[config.mk]
export PLATFORM = sky130hd
export DESIGN_NAME = spi_cmd_engine
export DESIGN_NICKNAME = d
export VERILOG_FILES = /design/src/rtl/spi_cmd_engine.sv
export SDC_FILE = /design/constraint.sdc
export NUM_CORES = 1
export LEC_CHECK = 0
export CORE_UTILIZATION = 40
export DETAILED_ROUTE_END_ITERATION = 8
export GPL_TIMING_DRIVEN = 0
export PLACE_DENSITY = 0.62
export RECOVER_POWER = 50
export SYNTH_ARGS = -nofsm -noshare
export SYNTH_HDL_FRONTEND = slang
export SYNTH_SLANG_ARGS = --single-unit
export TNS_END_PERCENT = 5
[constraint.sdc]
create_clock -name clk -period 2.3 [get_ports clk]
set_input_delay 0.345 -clock clk [delete_from_list [all_inputs] [get_ports clk]]
set_output_delay 0.345 -clock clk [all_outputs]
set_load 0.005 [all_outputs]
[src/rtl/spi_cmd_engine.sv]
module spi_cmd_engine #(
  parameter int SLOW_DIV = 4
) (
  input  logic       clk,
  input  logic       rst_n,
  input  logic [2:0] bus_addr,
  input  logic       bus_wr,
  input  logic [7:0] bus_wdata,
  output logic [7:0] bus_rdata,
  output logic       spi_sck,
  output logic       spi_cs_n,
  output logic       spi_mosi,
  input  logic       spi_miso
);
  localparam int FAST_DIV = SLOW_DIV / 2;
  localparam int CW = (SLOW_DIV > 2) ? $clog2(SLOW_DIV) : 1;
  localparam logic [CW-1:0] SLOW_M1 = CW'(SLOW_DIV - 1);
  localparam logic [CW-1:0] FAST_M1 = CW'(FAST_DIV - 1);

  typedef enum logic [1:0] {IDLE, RUN, DONE} st_t;
  st_t st_q;

  logic [7:0]  cmd_q, a2_q, a3_q, a4_q, x7_q;
  logic [23:0] rx_q;
  logic [1:0]  tlen_q, rcnt_q;
  logic        fast_q, pgm_q, sck_q, cs_q;
  logic [39:0] sh_q;
  logic [6:0]  bit_q, last_q, txb_q;
  logic [CW-1:0] div_q;

  wire busy    = (st_q != IDLE);
  wire wr_ctrl = bus_wr && (bus_addr == 3'd0);
  wire start   = wr_ctrl && !busy && (bus_wdata[7:5] == 3'b010);
  wire [CW-1:0] half_m1 = fast_q ? FAST_M1 : SLOW_M1;
  wire [6:0] rel = bit_q - txb_q;

  logic [2:0]  nb_tx;
  logic [39:0] load;
  always_comb begin
    case (bus_wdata[1:0])
      2'd0: begin nb_tx = 3'd1; load = {cmd_q, 32'd0}; end
      2'd1: begin nb_tx = 3'd2; load = {cmd_q, x7_q, 24'd0}; end
      2'd2: begin nb_tx = 3'd4; load = {cmd_q, a4_q, a3_q, a2_q, 8'd0}; end
      default: begin nb_tx = 3'd5; load = {cmd_q, a4_q, a3_q, a2_q, x7_q}; end
    endcase
  end

  always_ff @(posedge clk or negedge rst_n) begin
    if (!rst_n) begin
      cmd_q <= '0; a2_q <= '0; a3_q <= '0; a4_q <= '0; x7_q <= '0;
    end else if (bus_wr) begin
      case (bus_addr)
        3'd1: cmd_q <= bus_wdata;
        3'd2: a2_q  <= bus_wdata;
        3'd3: a3_q  <= bus_wdata;
        3'd4: a4_q  <= bus_wdata;
        3'd7: x7_q  <= bus_wdata;
        default: ;
      endcase
    end
  end

  always_ff @(posedge clk or negedge rst_n) begin
    if (!rst_n) pgm_q <= 1'b0;
    else if (wr_ctrl && !busy) begin
      if (bus_wdata[7:5] == 3'b001) pgm_q <= 1'b1;
      else if (bus_wdata == 8'h00) pgm_q <= 1'b0;
    end
  end

  always_ff @(posedge clk or negedge rst_n) begin
    if (!rst_n) begin
      st_q <= IDLE; tlen_q <= '0; rcnt_q <= '0; fast_q <= 1'b0;
      sck_q <= 1'b0; cs_q <= 1'b1; sh_q <= '0; bit_q <= '0;
      last_q <= '0; txb_q <= '0; div_q <= '0; rx_q <= '0;
    end else begin
      case (st_q)
        IDLE: if (start) begin
          st_q   <= RUN;
          tlen_q <= bus_wdata[1:0];
          rcnt_q <= bus_wdata[3:2];
          fast_q <= bus_wdata[4];
          sh_q   <= load;
          txb_q  <= {1'b0, nb_tx, 3'b000};
          last_q <= {1'b0, nb_tx, 3'b000} + {2'b00, bus_wdata[3:2], 3'b000} - 7'd1;
          bit_q  <= '0;
          div_q  <= '0;
          cs_q   <= 1'b0;
        end
        RUN: if (div_q == half_m1) begin
          div_q <= '0;
          if (!sck_q) begin
            sck_q <= 1'b1;
            if (bit_q >= txb_q) begin
              case (rel[4:3])
                2'd0: rx_q[7:0]   <= {rx_q[6:0],   spi_miso};
                2'd1: rx_q[15:8]  <= {rx_q[14:8],  spi_miso};
                default: rx_q[23:16] <= {rx_q[22:16], spi_miso};
              endcase
            end
          end else begin
            sck_q <= 1'b0;
            if (bit_q == last_q) begin
              cs_q <= 1'b1;
              st_q <= DONE;
            end else begin
              bit_q <= bit_q + 7'd1;
              sh_q  <= {sh_q[38:0], 1'b0};
            end
          end
        end else begin
          div_q <= div_q + CW'(1);
        end
        default: st_q <= IDLE;
      endcase
    end
  end

  assign spi_sck  = sck_q;
  assign spi_cs_n = cs_q;
  assign spi_mosi = !cs_q && sh_q[39];

  always_comb begin
    case (bus_addr)
      3'd0: bus_rdata = {busy, 2'b00, pgm_q, rcnt_q, tlen_q};
      3'd1: bus_rdata = cmd_q;
      3'd2: bus_rdata = a2_q;
      3'd3: bus_rdata = a3_q;
      3'd4: bus_rdata = a4_q;
      3'd5: bus_rdata = rx_q[7:0];
      3'd6: bus_rdata = rx_q[15:8];
      default: bus_rdata = rx_q[23:16];
    endcase
  end

  assert_cs_implies_busy_R5: assert property (@(posedge clk) disable iff (!rst_n)
    !spi_cs_n |-> busy);
  assert_idle_sck_low_R5: assert property (@(posedge clk) disable iff (!rst_n)
    spi_cs_n |-> !spi_sck);
  assert_mosi_hold_R5: assert property (@(posedge clk) disable iff (!rst_n)
    (!spi_cs_n && spi_sck && $past(spi_sck)) |-> $stable(spi_mosi));
  assert_release_busy_R1: assert property (@(posedge clk) disable iff (!rst_n)
    $rose(spi_cs_n) |-> busy);
  assert_release_then_idle_R1: assert property (@(posedge clk) disable iff (!rst_n)
    $rose(spi_cs_n) |=> !busy);
  assert_ctrl_locked_R6: assert property (@(posedge clk) disable iff (!rst_n)
    (busy && wr_ctrl) |=> $stable({tlen_q, rcnt_q, fast_q, pgm_q}));
endmodule

==> impl_metrics.env <==
export IMPL_cts_buffers=17
export IMPL_wl_um=17500
export IMPL_dp_hpwl_um=12100
export IMPL_clock_fmax_ghz=0.425
export IMPL_grt_max_degree=74
export IMPL_detail_route_iter0_violations=407
export IMPL_async_flop_share_pct=100
export IMPL_drcViolationCount=0
export IMPL_io_pins=26
export IMPL_dp_worst_setup_slack_ns=-1.23
export IMPL_skew_ns=0.00970
export IMPL_yosysMostFrequentCell="dfrtp_1"
export IMPL_fin_nets=659
export IMPL_overflow=0
export IMPL_synth_common_cells="dfrtp_1 (130), mux2_2 (63), nand2_1 (50)"
export IMPL_cp_top_family="multiplexers"
export IMPL_cellLeakagePower_nw=3.57
export IMPL_syn_to_final_growth_pct=22.7
export IMPL_vias_per_cell=5.62
export IMPL_period_needed_ns=2.35
export IMPL_fin_area_sq_um=8000
export IMPL_insertedDiodeCount=0
export IMPL_critical_path_required_ns=1.96
export IMPL_placed_cells=798
export IMPL_grt_pass1_wl_um=28000
export IMPL_synth_area_sq_um=6520
export IMPL_rsz0062_at_grt="yes"
export IMPL_path_max_fanout=2
export IMPL_initial_core_util_pct=41.0
export IMPL_ir_worst_vdd_mv=0.555
export IMPL_drive_above_1_share_pct=30.8
export IMPL_finalCritPeriodShare_pct=102
export IMPL_start_kind="flip-flop"
export IMPL_grt_use_total_pct=22.9
export IMPL_cp_end_kind="output pin"
export IMPL_status="finished with violations"
export IMPL_dpl_cell_area_sq_um=7060
export IMPL_synth_seq_cells=131
export IMPL_port_buffers=24
export IMPL_yosysTopAreaCell="dfrtp_1"
export IMPL_postSynthCellCount=557
export IMPL_placementRows=46
export IMPL_yosys_warnings=0
export IMPL_die_x_um=130
export IMPL_cts_tree="done"
export IMPL_h_tree_depth=4
export IMPL_cp_arrival_ns=2.01
export IMPL_synth_top_area_share_pct=49.9
export IMPL_synthTopCellsByArea="dfrtp_1 (50%), mux2_2 (11%), mux2_4 (4.8%), o21ai_0 (2.9%), nand2_1 (2.9%)"
export IMPL_worst_slew_pin_slew_ns=1.52
export IMPL_fill_cells=1444
export IMPL_clockBufferDepth=2
export IMPL_synth_seq_area_share_pct=50.3
export IMPL_max_stage_delay_ns=0.49
export IMPL_grt_antenna_before_repair=0
export IMPL_dieArea_sq_um=16800
export IMPL_max_slew_margin_pct=-1.61
export IMPL_place_congestion=0.916
export IMPL_synth_nets=587
export IMPL_critPathBufInv=1
export IMPL_final_max_slew_viol_count=59
export IMPL_finalWorstSetupSlack_ns=-0.0508
export IMPL_critical_path_class="flip-flop to output pin"
export IMPL_powerDensity_nw_per_um2=1150
export IMPL_synth_main_ff_cell="dfrtp_1"
export IMPL_clk_pin_slew_ns=0.06
export IMPL_slowest_stage="mux4_2"
export IMPL_vias=4825
export IMPL_fin_cells=858
export IMPL_cts_sinks=131
export IMPL_cap_violations=1
export IMPL_synth_edf_count=0
export IMPL_hold_path_class="input port to flip-flop"
export IMPL_violations="capacitance limit, slew limit, setup timing"
export IMPL_report_final_hold_viol_count=0
export IMPL_cts_root_buf="clkbuf_16"
export IMPL_core_area_sq_um=15900
export IMPL_die_h_um=130
export IMPL_setup_viol=1
export IMPL_ys_types=51
export IMPL_crit_chain="or2_4 -> mux4_2 -> mux2_4 -> buf_6"
export IMPL_grt_pass1_vias=4863
export IMPL_synth_area_per_cell_sq_um=11.7
export IMPL_post_drt_wl_per_cell_um=20.4
export IMPL_ant_nets=0
export IMPL_clock_latency_ns=0.43
export IMPL_fin_util_pct=50.3
export IMPL_dr_pass1_iters=6
-- layer usage --
layer	wire [um]	GRT usage, %
met5	0	0
met4	472	10.1
met1	7790	30.6
met2	8380	36.2
met3	903	4.71
-- metrics by stage --
step | hold WS, ns | TNS (ns) | total power (W)
finish | 0.341 | -0.0508 | 0.00919
global route | 0.344 | -0.878 | 0.00968
CTS | 0.489 | -0.0587 | 0.00915
detailed placement | 0.364 | -51.48 | 0.00628
global placement | 0.473 | -603.65 | 0.00619
floorplan | 0.0494 | -0.121 | 0.00538
-- cell families after synthesis --
kind of cell               count (synthesis)  synth area share, %
DFF                                      131                 50.3
and+or+nand+nor                          128                 9.83
AOI/OAI and AO/OA                        127                 13.7
muxes                                     93                 18.3
buffers and inverters                     56                 3.80
adders and majority gates                 15                 3.11
xor gates and xnor gates                   7                0.941
-- where the power goes --
group / internal [W] / switching (W)
sequential: 0.00298 / 0.000576
clock: 0.00158 / 0.000979
combinational: 0.00161 / 0.00146
-- worst register-to-register path, cell delays in order (launching register included) --
cell and delay, ns:
dfrtp_1 0.35, inv_1 0.09, ha_1 0.23, fa_2 0.59, nand2b_1 0.12, nor4_4 0.28, buf_6 0.19, mux2_2 0.35
-- cell type report --
| type | count | area (sq um) | area share (%) |
|---|---|---|---|
| buffer | 35 | 244 | 3.05 |
| clock buffer | 22 | 444 | 5.56 |
| clock inverter | 10 | 110 | 1.38 |
| inverter | 19 | 71.3 | 0.892 |
| multi-input combinational | 370 | 3100 | 38.7 |
| sequential | 131 | 3290 | 41.1 |
| tap | 216 | 270 | 3.38 |
| timing repair buffer | 55 | 474 | 5.93 |
-- worst paths after layout --
kind / start / end / slack [ns] / cells after the start
setup / recovery: st_q[0] / bus_rdata[7] / -0.05 / 4
hold / removal: bus_wdata[0] / cmd_q[0] / 0.34 / 2
setup reg to reg: bit_q[3] / rx_q[9] / 0.01 / 7
hold reg to reg: txb_q[3] / txb_q[3] / 0.49 / 2
max in group asynchronous: rst_n / rx_q[7] / 0.39 / 3
min in group asynchronous: rst_n / sh_q[3] / 0.84 / 2
-- layout by cell type (no fill, tap or decap), types with 6 or more instances in the layout --
| cell | n |
|---|---|
| dlygate4sd2_1 | 10 |
| a221o_1 | 8 |
| clkbuf_16 | 17 |
| dfrtp_1 | 125 |
| nand3_1 | 19 |
| nand2b_1 | 6 |
| mux4_2 | 6 |
| ha_1 | 13 |
| inv_1 | 17 |
| a21oi_1 | 11 |
| a22o_1 | 19 |
| nand4_1 | 7 |
| buf_4 | 27 |
| nor2_1 | 16 |
| buf_2 | 8 |
| clkdlybuf4s50_1 | 8 |
| clkbuf_1 | 19 |
| nand2_1 | 50 |
| mux2_4 | 22 |
| mux2_2 | 62 |
| a2bb2oi_1 | 16 |
| o21ai_0 | 38 |
| o22ai_1 | 12 |
-- state kept, by name (all words and copies together), names as in the netlist, 5 cells and up --
signal	flops
rx_q	24
last_q	5
sh_q	40
cmd_q	8
a3_q	8
a4_q	8
x7_q	8
a2_q	8
bit_q	7
-- what timing repair did --
action | in CTS | in global routing
endpoints found under the hold margin | 57 | 0
gates resized for setup | 78 | 11
buffers inserted | 20 | 7
pin swaps | 9 | 4
endpoints found under the setup margin | 76 | 61
hold buffers | 1 | 0
cloned | 2 | 0
(Power assumes the default switching activity.)
